File: src/rtl/fsc_pkg.sv
package fsc_pkg;
   localparam int D_EXP    = 11;
   localparam int D_FRAC   = 52;
   localparam int S_EXP    = 8;
   localparam int S_FRAC   = 23;
   localparam int D_W      = 1 + D_EXP + D_FRAC;
   localparam int S_W      = 1 + S_EXP + S_FRAC;
   localparam int D_BIAS   = (1 << (D_EXP - 1)) - 1;
   localparam int S_BIAS   = (1 << (S_EXP - 1)) - 1;
   localparam int BIAS_GAP = D_BIAS - S_BIAS;
   localparam int DROP_W   = D_FRAC - S_FRAC;

   typedef enum logic [2:0] {
      CLS_ZERO, CLS_DENORM, CLS_NORM, CLS_INF, CLS_QNAN, CLS_SNAN
   } fp_class_e;

   typedef enum logic [1:0] {
      OP_ST_SGL = 2'b00,
      OP_ST_DBL = 2'b01,
      OP_ST_IWD = 2'b10,
      OP_ST_RSV = 2'b11
   } st_op_e;
endpackage

File: src/rtl/fsc_classify.sv
module fsc_classify #(
   parameter int EXP_W  = 11,
   parameter int FRAC_W = 52
) (
   input  logic [EXP_W+FRAC_W-1:0] mag_bits,
   output fsc_pkg::fp_class_e      cls
);
   import fsc_pkg::*;

   if (EXP_W < 2 || FRAC_W < 2) begin : g_bad_fmt
      $error("fsc_classify: format too narrow");
   end

   logic [EXP_W-1:0]  ex;
   logic [FRAC_W-1:0] fr;

   assign ex = mag_bits[EXP_W+FRAC_W-1 -: EXP_W];
   assign fr = mag_bits[FRAC_W-1:0];

   always_comb begin
      if (ex == '0)
         cls = (fr == '0) ? CLS_ZERO : CLS_DENORM;
      else if (&ex)
         cls = (fr == '0) ? CLS_INF : (fr[FRAC_W-1] ? CLS_QNAN : CLS_SNAN);
      else
         cls = CLS_NORM;
   end
endmodule

File: src/rtl/fsc_narrow.sv
module fsc_narrow (
   input  logic [fsc_pkg::D_W-1:0] dval,
   input  fsc_pkg::fp_class_e      cls,
   output logic [fsc_pkg::S_W-1:0] sval
);
   import fsc_pkg::*;

   localparam logic [D_EXP-1:0] GAP   = D_EXP'(BIAS_GAP);
   localparam logic [D_EXP-1:0] GAP_1 = D_EXP'(BIAS_GAP + 1);

   logic              sgn;
   logic [D_EXP-1:0]  ex;
   logic [S_FRAC-1:0] hi;
   logic              lo_nz;
   logic [S_FRAC:0]   mant;
   logic [D_EXP-1:0]  shamt;
   logic [S_FRAC-1:0] den;
   logic [S_EXP-1:0]  reb;

   assign sgn   = dval[D_W-1];
   assign ex    = dval[D_W-2 -: D_EXP];
   assign hi    = dval[D_FRAC-1 -: S_FRAC];
   assign lo_nz = |dval[DROP_W-1:0];
   assign mant  = {1'b1, hi};
   assign shamt = GAP_1 - ex;
   assign den   = S_FRAC'(mant >> shamt[4:0]);
   assign reb   = S_EXP'(ex - GAP);

   always_comb begin
      unique case (cls)
         CLS_ZERO, CLS_DENORM: sval = {sgn, {(S_W-1){1'b0}}};
         CLS_INF:              sval = {sgn, {S_EXP{1'b1}}, {S_FRAC{1'b0}}};
         CLS_QNAN, CLS_SNAN:   sval = {sgn, {S_EXP{1'b1}},
                                       hi | {{(S_FRAC-1){1'b0}}, (~|hi) & lo_nz}};
         default: begin
            if (ex > GAP)
               sval = {sgn, reb, hi};
            else if (shamt >= D_EXP'(S_FRAC + 1))
               sval = {sgn, {(S_W-1){1'b0}}};
            else
               sval = {sgn, {S_EXP{1'b0}}, den};
         end
      endcase
   end
endmodule

File: src/rtl/fsc_widen.sv
module fsc_widen (
   input  logic [fsc_pkg::S_W-1:0] sval,
   input  fsc_pkg::fp_class_e      cls,
   output logic [fsc_pkg::D_W-1:0] dval
);
   import fsc_pkg::*;

   localparam int LZ_W = $clog2(S_FRAC + 1);

   logic              sgn;
   logic [S_EXP-1:0]  ex;
   logic [S_FRAC-1:0] fr;
   logic [LZ_W-1:0]   lz;
   logic              seen;
   logic [S_FRAC-1:0] nfr;
   logic [D_EXP-1:0]  nex;

   assign sgn = sval[S_W-1];
   assign ex  = sval[S_W-2 -: S_EXP];
   assign fr  = sval[S_FRAC-1:0];

   always_comb begin
      lz   = '0;
      seen = 1'b0;
      for (int i = S_FRAC - 1; i >= 0; i--) begin
         if (!seen) begin
            if (fr[i]) seen = 1'b1;
            else       lz   = lz + 1'b1;
         end
      end
   end

   assign nfr = S_FRAC'(fr << (lz + LZ_W'(1)));
   assign nex = D_EXP'(BIAS_GAP) - D_EXP'(lz);

   always_comb begin
      unique case (cls)
         CLS_ZERO:           dval = {sgn, {(D_W-1){1'b0}}};
         CLS_DENORM:         dval = {sgn, nex, nfr, {DROP_W{1'b0}}};
         CLS_INF:            dval = {sgn, {D_EXP{1'b1}}, {D_FRAC{1'b0}}};
         CLS_QNAN, CLS_SNAN: dval = {sgn, {D_EXP{1'b1}}, fr, {DROP_W{1'b0}}};
         default:            dval = {sgn, D_EXP'(ex) + D_EXP'(BIAS_GAP), fr,
                                     {DROP_W{1'b0}}};
      endcase
   end
endmodule

File: src/rtl/fsc_store_convert.sv
module fsc_store_convert #(
   parameter bit OUT_REG = 1'b1
) (
   input  logic        clk,
   input  logic        rst_n,
   input  logic        in_valid,
   input  logic [63:0] fpr_value,
   input  logic        tag_single,
   input  logic [1:0]  op_sel,
   output logic        out_valid,
   output logic [63:0] store_data,
   output logic        store_wide
);
   import fsc_pkg::*;

   if (D_W != 64 || S_W != 32 || BIAS_GAP != 896) begin : g_bad_pkg
      $error("fsc_store_convert: package constants inconsistent");
   end

   fp_class_e       cls_dbl, cls_sgl;
   logic [S_W-1:0]  narrow_w;
   logic [D_W-1:0]  widen_w;
   logic [S_W-1:0]  low_w;
   logic [D_W-1:0]  nxt_data;
   logic            nxt_wide;

   assign low_w = fpr_value[S_W-1:0];

   fsc_classify #(.EXP_W(D_EXP), .FRAC_W(D_FRAC)) u_cls_dbl (
      .mag_bits(fpr_value[D_W-2:0]), .cls(cls_dbl));

   fsc_classify #(.EXP_W(S_EXP), .FRAC_W(S_FRAC)) u_cls_sgl (
      .mag_bits(low_w[S_W-2:0]), .cls(cls_sgl));

   fsc_narrow u_narrow (.dval(fpr_value), .cls(cls_dbl), .sval(narrow_w));
   fsc_widen  u_widen  (.sval(low_w),     .cls(cls_sgl), .dval(widen_w));

   always_comb begin
      unique case (st_op_e'(op_sel))
         OP_ST_SGL: begin
            nxt_data = {{(D_W-S_W){1'b0}}, tag_single ? low_w : narrow_w};
            nxt_wide = 1'b0;
         end
         OP_ST_DBL: begin
            nxt_data = tag_single ? widen_w : fpr_value;
            nxt_wide = 1'b1;
         end
         OP_ST_IWD: begin
            nxt_data = {{(D_W-S_W){1'b0}}, low_w};
            nxt_wide = 1'b0;
         end
         default: begin
            nxt_data = '0;
            nxt_wide = 1'b0;
         end
      endcase
   end

   if (OUT_REG) begin : g_reg
      always_ff @(posedge clk or negedge rst_n) begin
         if (!rst_n) begin
            out_valid  <= 1'b0;
            store_data <= '0;
            store_wide <= 1'b0;
         end else begin
            out_valid <= in_valid;
            if (in_valid) begin
               store_data <= nxt_data;
               store_wide <= nxt_wide;
            end
         end
      end
   end else begin : g_comb
      assign out_valid  = in_valid & rst_n;
      assign store_data = rst_n ? nxt_data : '0;
      assign store_wide = rst_n & nxt_wide;
   end
endmodule

File: config.mk
export PLATFORM = sky130hd
export DESIGN_NAME = fsc_store_convert
export DESIGN_NICKNAME = d
export VERILOG_FILES = /design/src/rtl/fsc_pkg.sv /design/src/rtl/fsc_classify.sv /design/src/rtl/fsc_narrow.sv /design/src/rtl/fsc_widen.sv /design/src/rtl/fsc_store_convert.sv
export SDC_FILE = /design/constraint.sdc
export NUM_CORES = 1
export LEC_CHECK = 0
export ABC_AREA = 0
export BUFFER_PORTS_ARGS = -buffer_cell sky130_fd_sc_hd__buf_4
export CAP_MARGIN = 20
export CORE_MARGIN = 8
export CORE_UTILIZATION = 55
export CTS_CLUSTER_DIAMETER = 30
export DETAILED_ROUTE_END_ITERATION = 12
export PLACE_DENSITY_LB_ADDON = 0.25
export RECOVER_POWER = 25
export SETUP_SLACK_MARGIN = 0.1
export SLEW_MARGIN = 5
export SYNTH_ARGS = -nofsm -noshare
export SYNTH_HDL_FRONTEND = slang
export SYNTH_HIERARCHICAL = 1
export SYNTH_SLANG_ARGS = --single-unit
File: constraint.sdc
create_clock -name clk -period 1 [get_ports clk]
set_clock_uncertainty 0.1 [all_clocks]
set_input_delay 0.2 -clock clk [delete_from_list [all_inputs] [get_ports clk]]
set_output_delay 0.2 -clock clk [all_outputs]
set_load 0.05 [all_outputs]
==> results of run 1 <==
-- through the flow --
stage | setup slack [ps] | area [um^2] | setup TNS, ps
2_1_floorplan | -12260 | 11000 | -399150
3_3_place_gp | -12190 | 14800 | -434270
3_5_place_dp | -12760 | 14800 | -451510
4_1_cts | -11810 | 16300 | -422140
-- layer usage --
metal / overflow / track usage
met5: 0 / 0.0842
met4: 16 / 0.607
met3: 1 / 0.490
met2: 26 / 0.832
met1: 1 / 0.654
-- cells by family after synthesis --
logic type	share of synthesized area
buffers and inverters	0.0893
DFF	0.161
other	0.000364
AOI/OAI and AO/OA	0.232
xor gates and xnor gates	0.0710
muxes	0.188
and+or+nand+nor	0.223
adders and majority gates	0.0362
-- synthesized netlist by cell type, types with 30 or more instances --
cell and n:
clkbuf_1 50, o22ai_1 41, o2bb2ai_1 32, nor3_1 33, dfrtp_1 66, buf_4 34, mux2i_1 134, inv_1 62
xnor2_1 30, nor2b_1 53, nor4_1 31, a21oi_1 53, o21ai_0 37, nand2_1 100, nor2_1 75, a221o_1 39
-- timing repair --
item / in CTS
buffers inserted: 41
endpoints found under the hold margin: 66
endpoints found under the setup margin: 129
gates resized for setup: 199
pin swaps: 82
hold buffers: 1
gates cloned: 0
==> impl_metrics.yaml, run 1 <==
status:
  status: "aborted with a tool error"
  outcome.stop_stage: "global routing (5_1_grt)"
  firstError: "[ERROR GRT-0232] Routing congestion too high. Check the congestion heatmap in the GUI."
yosys:
  yosysSeqAreaShare: 0.161
  synthCells: 1265
  synth_ff_type: "dfrtp_1"
  synth.area.top_cells: "dfrtp_1, mux2i_1, a221o_1"
  async_flop_share: 1.00
  ys_types: 89
  ys_warn_count: 6
  synth_edf_count: 0
  syn_area_per_cell_um2: 8.13
  yosys.area.top_type: "dfrtp_1"
  synth_area_um2: 10300
  ys_ff_latch: 66
  synth_top_area_share: 0.161
cts:
  clk_path_buf_depth: 2
  clock-root-buffer: "clkbuf_16"
  cts_num_sinks: 66
  htreeDepth: 3
  cts_buffers: 9
floorplan:
  start_util: 0.556
  io_pins: 136
  rows: 50
  fp.dieW_um: 153
  fp.dieH_um: 153
grt:
  grt.overflow.total: 44
  grt.total_usage: 0.647
  grt_max_degree: 43
sta:
  worstEpCategory: "register input"
  repair-timing-grt-worst-ep: "store_data[29]$_DFFE_PN0P_/D"
place:
  dpl.hpwl_um: 36600
  io_buffers: 135
  place_inst: 1953
  place_congestion: 1.03
==> inputs of run 2 (changes only) <==
--- a/config.mk
+++ b/config.mk
@@ -9,12 +9,10 @@
 export BUFFER_PORTS_ARGS = -buffer_cell sky130_fd_sc_hd__buf_4
 export CAP_MARGIN = 20
 export CORE_MARGIN = 8
-export CORE_UTILIZATION = 55
-export CTS_CLUSTER_DIAMETER = 30
+export CORE_UTILIZATION = 40
 export DETAILED_ROUTE_END_ITERATION = 12
-export PLACE_DENSITY_LB_ADDON = 0.25
+export PLACE_DENSITY_LB_ADDON = 0.15
 export RECOVER_POWER = 25
-export SETUP_SLACK_MARGIN = 0.1
 export SLEW_MARGIN = 5
 export SYNTH_ARGS = -nofsm -noshare
 export SYNTH_HDL_FRONTEND = slang
==> constraint.sdc (replaced) <==
create_clock -name clk -period 1.3 [get_ports clk]
set_clock_uncertainty 0.1 [all_clocks]
set_input_delay 0.26 -clock clk [delete_from_list [all_inputs] [get_ports clk]]
set_output_delay 0.26 -clock clk [all_outputs]
set_load 0.05 [all_outputs]
==> impl_metrics.yaml, run 2 <==
finish:
  top_regs: "store_data (64), out_valid (1), store_wide (1)"
  drive_above_1_share: 0.487
  regMostFlops: "store_data"
  final_area_um2: 16900
  post-route-util: 0.669
  stdcell_count: 2106
  finish.net_count: 1865
  largest_reg_flops: 64
  fillCellCount: 2106
  final_cell_mix: "buf_4, mux2i_1, nand2_1"
  syn2layout_area_growth_pct: 64.1
  final_common_cell: "buf_4"
grt:
  grt.overflow.total: 0
  grt_pass1_vias: 12300
  antenna_found_initial: 1
  grt_pass1_wl_um: 69600
  grt_max_degree: 34
  grt.total_usage: 0.280
critical_path:
  path_depth: 72
  path_max_fanout: 6
  worst-r2r-setup-slack_ps: 230
  cpMostUsedCell: "ha_1"
  rr_worst_depth: 2
  slowest_delay_ps: 370
  cp_slowest_cell: "ha_1"
  worstPathArrival_ps: 13160
  required_ps: 1420
  crit_type: "in2reg"
  critPathLaunchType: "primary input"
  critPathCaptureType: "flop"
  path_buf_inv: 8
  path_delay_family: "adder cells"
place:
  place_congestion: 0.959
  dpl_cell_area_um2: 14800
  dpl.hpwl_um: 34700
  io_buffers: 135
  place_inst: 2029
pwr:
  peakVddDrop_uv: 609
  internal_power_mw: 7.08
  p_seq_frac: 0.202
  p_leak_nw: 7.59
  clock_power_share: 0.252
  p_switching_mw: 4.66
  powerDensity_nw_per_um2: 695
  p_comb_frac: 0.546
  switching_share: 0.397
detailed_routing:
  drt-initial-drc-count: 973
  via_per_inst: 5.82
  vias: 12300
  wire_per_inst_um: 21.8
  final_antenna_net_count: 0
  routed_wl_um: 45900
  drcViolationCount: 0
  firstDrtPassIters: 6
worst_hold_path:
  holdPathStages: 2
  hold_path_class: "in2reg"
floorplan:
  io_pins: 136
  fp.dieW_um: 176
  core_area_um2: 25300
  start_util: 0.407
  rows: 58
  dieArea_um2: 31100
  fp.dieH_um: 176
yosys:
  synth_common_cells: "mux2i_1, nand2_1, nor2_1, dfrtp_1, inv_1"
  async_flop_share: 1.00
  synth_area_um2: 10300
  ys_ff_latch: 66
  syn_area_per_cell_um2: 8.13
  ys_warn_count: 6
  synth_top_area_share: 0.161
  yosys.area.top_type: "dfrtp_1"
  synthCells: 1265
  synth.area.top_cells: "dfrtp_1, mux2i_1, a221o_1"
  synth_ff_type: "dfrtp_1"
  yosysSeqAreaShare: 0.161
  yosysMostFrequentCell: "mux2i_1"
  synth_edf_count: 0
  ys_types: 89
sta:
  max_freq_mhz: 76.7
  worstMarginPinSlew_ps: 815
  layout_setup_ws_ps: -11740
  drv_slew: 0
  hold_viol_final: 0
  relSlewSlack: 0.457
  final-setup-viol-count: 71
  grt_setup_unrepaired: "yes"
  period_share: 10.0
  fin_crit_ps: 13040
  holdWs_ps: 60.3
status:
  violations: "negative setup slack"
  status: "finished with violations"
cts:
  clk_path_buf_depth: 2
  cts_buffers: 9
  insertion_delay_ps: 340
  htreeDepth: 3
  cts_num_sinks: 66
  clock-root-buffer: "clkbuf_16"
  clkSlewWorstSetupHoldPaths_ps: 70
  cts_tree: "done"
flow_run:
  cap_violations: 0
-- run 2: cell counts after synthesis --
No cell type changed its count.
-- run 2: path summary, 6_finish.rpt --
check | startpoint | end
min reg2reg | store_data[52] | store_data[52]
max reg2reg | store_data[29] | store_data[29]
max | fpr_value[22] | store_data[45]
min | fpr_value[63] | store_data[31]
min in group asynchronous | rst_n | out_valid
max in group asynchronous | rst_n | store_data[62]
-- run 2: power groups by stage --
stage                     clock network, mW  registers, mW  logic, mW
after detailed placement                  0           2.39       5.44
after floorplan                           0           2.99       2.47
after global routing                   3.06           2.39       6.74
final                                  2.96           2.37       6.40
after global placement                    0           2.38       5.41
after CTS                              2.96           2.36       5.84
-- run 2: repair_timing --
| action | 4_1_cts | 5_1_grt |
|---|---|---|
| gates cloned | 0 | 1 |
| endpoints found under the setup margin | 84 | 98 |
| hold endpoints to repair | 19 | 0 |
| pin swaps | 87 | 65 |
| setup buffers | 37 | 25 |
| hold buffers | 2 | 0 |
| gates resized for setup | 142 | 144 |
-- run 2: cell type report --
class | instances | area [um^2] | area share
clock inverters | 7 | 125 | 0.00741
flip-flops and latches | 66 | 1650 | 0.0979
clock buffers | 9 | 225 | 0.0133
inverters | 63 | 249 | 0.0147
diodes | 1 | 2.50 | 0.000148
well taps | 330 | 413 | 0.0245
multi-input cells | 1042 | 9120 | 0.540
repair buffers | 588 | 5090 | 0.302
-- run 2: cell families after synthesis --
kind of cell | share of synthesized area
compound gates | 0.232
xor+xnor | 0.0710
fa+ha+maj | 0.0362
buf+inv | 0.0893
flops | 0.161
mux | 0.188
other cells | 0.000364
simple gates | 0.223
-- run 2: through the flow --
step | setup slack (ps) | TNS, ps | total power, mW
finish | -11740 | -392560 | 11.7
CTS | -11380 | -382600 | 11.2
detailed placement | -12310 | -427850 | 7.82
floorplan | -12020 | -383920 | 5.47
global route | -12420 | -416820 | 12.2
global placement | -12030 | -419340 | 7.79
-- run 2: worst reg2reg max path, cell delays in order (launching register included) --
cell and delay, ps:
dfrtp_1 420, and2b_1 180, a221o_1 250
-- run 2: layer usage --
| metal | GRT usage | wire length [um] | vias up |
|---|---|---|---|
| li1 | - | - | 5698 |
| met4 | 0.0984 | 1600 | 0 |
| met1 | 0.349 | 18700 | 5939 |
| met5 | 0 | 0 | - |
| met2 | 0.492 | 22700 | 507 |
| met3 | 0.0325 | 2940 | 114 |
Note: power is estimated with default switching activity, not from simulation.
==> inputs of run 3 (changes only) <==
--- a/config.mk
+++ b/config.mk
@@ -6,12 +6,12 @@
 export NUM_CORES = 1
 export LEC_CHECK = 0
 export ABC_AREA = 0
-export BUFFER_PORTS_ARGS = -buffer_cell sky130_fd_sc_hd__buf_4
+export BUFFER_PORTS_ARGS = -buffer_cell sky130_fd_sc_hd__buf_2
 export CAP_MARGIN = 20
 export CORE_MARGIN = 8
 export CORE_UTILIZATION = 40
 export DETAILED_ROUTE_END_ITERATION = 12
-export PLACE_DENSITY_LB_ADDON = 0.15
+export PLACE_DENSITY = 0.69
 export RECOVER_POWER = 25
 export SLEW_MARGIN = 5
 export SYNTH_ARGS = -nofsm -noshare
==> impl_metrics.yaml, run 3 (synthesis results as in run 2) <==
status:
  status: "finished with violations"
  violations: "negative setup slack"
detailed_routing:
  vias: 12800
  wire_per_inst_um: 22.0
  drcViolationCount: 0
  firstDrtPassIters: 8
  final_antenna_net_count: 0
  via_per_inst: 6.07
  drt-initial-drc-count: 1395
  routed_wl_um: 46500
pwr:
  total_power_mw: 11.1
  p_leak_nw: 7.54
  peakVddDrop_uv: 756
  p_switching_mw: 4.64
  p_seq_frac: 0.215
  internal_power_mw: 6.47
  p_comb_frac: 0.551
  switching_share: 0.418
  powerDensity_nw_per_um2: 670
  clock_power_share: 0.235
critical_path:
  cpMostUsedCell: "ha_1"
  critPathLaunchType: "primary input"
  worstPathArrival_ps: 12990
  required_ps: 1400
  path_max_fanout: 4
  critPathCaptureType: "flop"
  slowest_delay_ps: 330
  cp_slowest_cell: "ha_1"
  crit_type: "in2reg"
place:
  io_buffers: 135
  place_ws_ps: -12460
  place_congestion: 0.977
  dpl_cell_area_um2: 14300
  dpl.hpwl_um: 33500
floorplan:
  start_util: 0.407
  core_area_um2: 25300
  rows: 58
  fp.dieW_um: 176
  fp.dieH_um: 176
  io_pins: 136
  dieArea_um2: 31100
cts:
  insertion_delay_ps: 320
  clkSlewWorstSetupHoldPaths_ps: 60
  cts_tree: "done"
  clock-root-buffer: "clkbuf_16"
  cts_num_sinks: 66
  clk_path_buf_depth: 2
  htreeDepth: 3
  cts_buffers: 9
worst_hold_path:
  hold_path_class: "in2reg"
finish:
  drive_above_1_share: 0.476
  final_cell_mix: "buf_4, mux2i_1, nand2_1"
  top_regs: "store_data (64), out_valid (1), store_wide (1)"
  largest_reg_flops: 64
  final_common_cell: "buf_4"
  regMostFlops: "store_data"
  finish.net_count: 1868
  syn2layout_area_growth_pct: 61.1
  fillCellCount: 1976
  final_area_um2: 16600
flow_run:
  cap_violations: 0
sta:
  fin_crit_ps: 12880
  hold_viol_final: 0
  max_freq_mhz: 77.6
  period_share: 9.91
  layout_setup_ws_ps: -11580
  worstMarginPinSlew_ps: 660
  drv_slew: 0
  final-setup-viol-count: 67
  relSlewSlack: 0.560
  grt_setup_unrepaired: "yes"
grt:
  grt.total_usage: 0.270
  antenna_found_initial: 1
  grt_max_degree: 67
  grt_pass1_vias: 12300
  grt.overflow.total: 0
  grt_pass1_wl_um: 67600
## run 3: cell count changes in the layout (fill, tap and decap cells not counted), sizes merged
cell | before | now
buf | 582 | 580
clkbuf | 13 | 16
dlygate4sd3 | 2 | 1
diode | 1 | 2
xnor2 | 35 | 37
inv | 61 | 62
bufinv | 3 | 1
clkinvlp | 2 | 4
## run 3: layout make-up
cell class                 instances  area [um^2]  share of cell area
multi-input combinational       1044         9050               0.546
clock inverter                     7         77.6             0.00468
sequential                        66         1660              0.0998
timing repair buffer             588         4890               0.295
inverter                          63          251              0.0152
antenna                            2         5.00            0.000302
tap                              330          413              0.0249
clock buffer                       9          225              0.0136
timing repair inverter             1         5.00            0.000302
## run 3: worst paths after layout
check                                from              to  slack, ps  depth (start not counted)
min reg2reg                store_data[51]  store_data[51]        440                          2
max                         fpr_value[21]  store_data[46]     -11580                         73
min                         fpr_value[63]  store_data[31]        130                          2
max reg2reg                store_data[12]  store_data[12]        220                          2
max in group asynchronous           rst_n  store_data[47]        130                          3
min in group asynchronous           rst_n  store_data[11]        470                          3
## run 3: metal layers
metal	share of wire	GRT usage
met2	0.49	0.468
met1	0.38	0.325
met4	0.055	0.132
met3	0.075	0.0363
met5	0	0
## run 3: worst max-delay path: cells and delay by family
family,cells,cell delay (ps)
adders and majority gates,19,5200
and+or+nand+nor,15,1800
buffers and inverters,8,870
muxes,9,1660
AOI/OAI and AO/OA,22,3180
## run 3: power groups by stage
stage          clock, mW  sequential (mW)  combinational (mW)
2_1_floorplan          0             2.99                2.47
3_3_place_gp           0             2.40                5.09
3_5_place_dp           0             2.39                5.14
4_1_cts             2.62             2.38                5.62
5_1_grt             2.69             2.40                6.40
6_report            2.61             2.39                6.12
## run 3: what timing repair did
action,CTS,global route
cloned,3,2
endpoints found under the setup margin,125,99
buffers inserted,24,49
resized for setup,196,130
hold endpoints to repair,66,0
pin swaps,60,55
hold buffers,1,0
## run 3: stage by stage
stage / setup TNS (ps) / hold slack [ps] / utilization / std cells
after floorplan: -383920 / -136 / - / 1293
after global placement: -416370 / 214 / 0.567 / 2022
after detailed placement: -429030 / 214 / 0.567 / 2022
after CTS: -387810 / 115 / 0.617 / 2065
after global routing: -420480 / 121 / 0.656 / 2108
final: -394260 / 125 / 0.656 / 2110
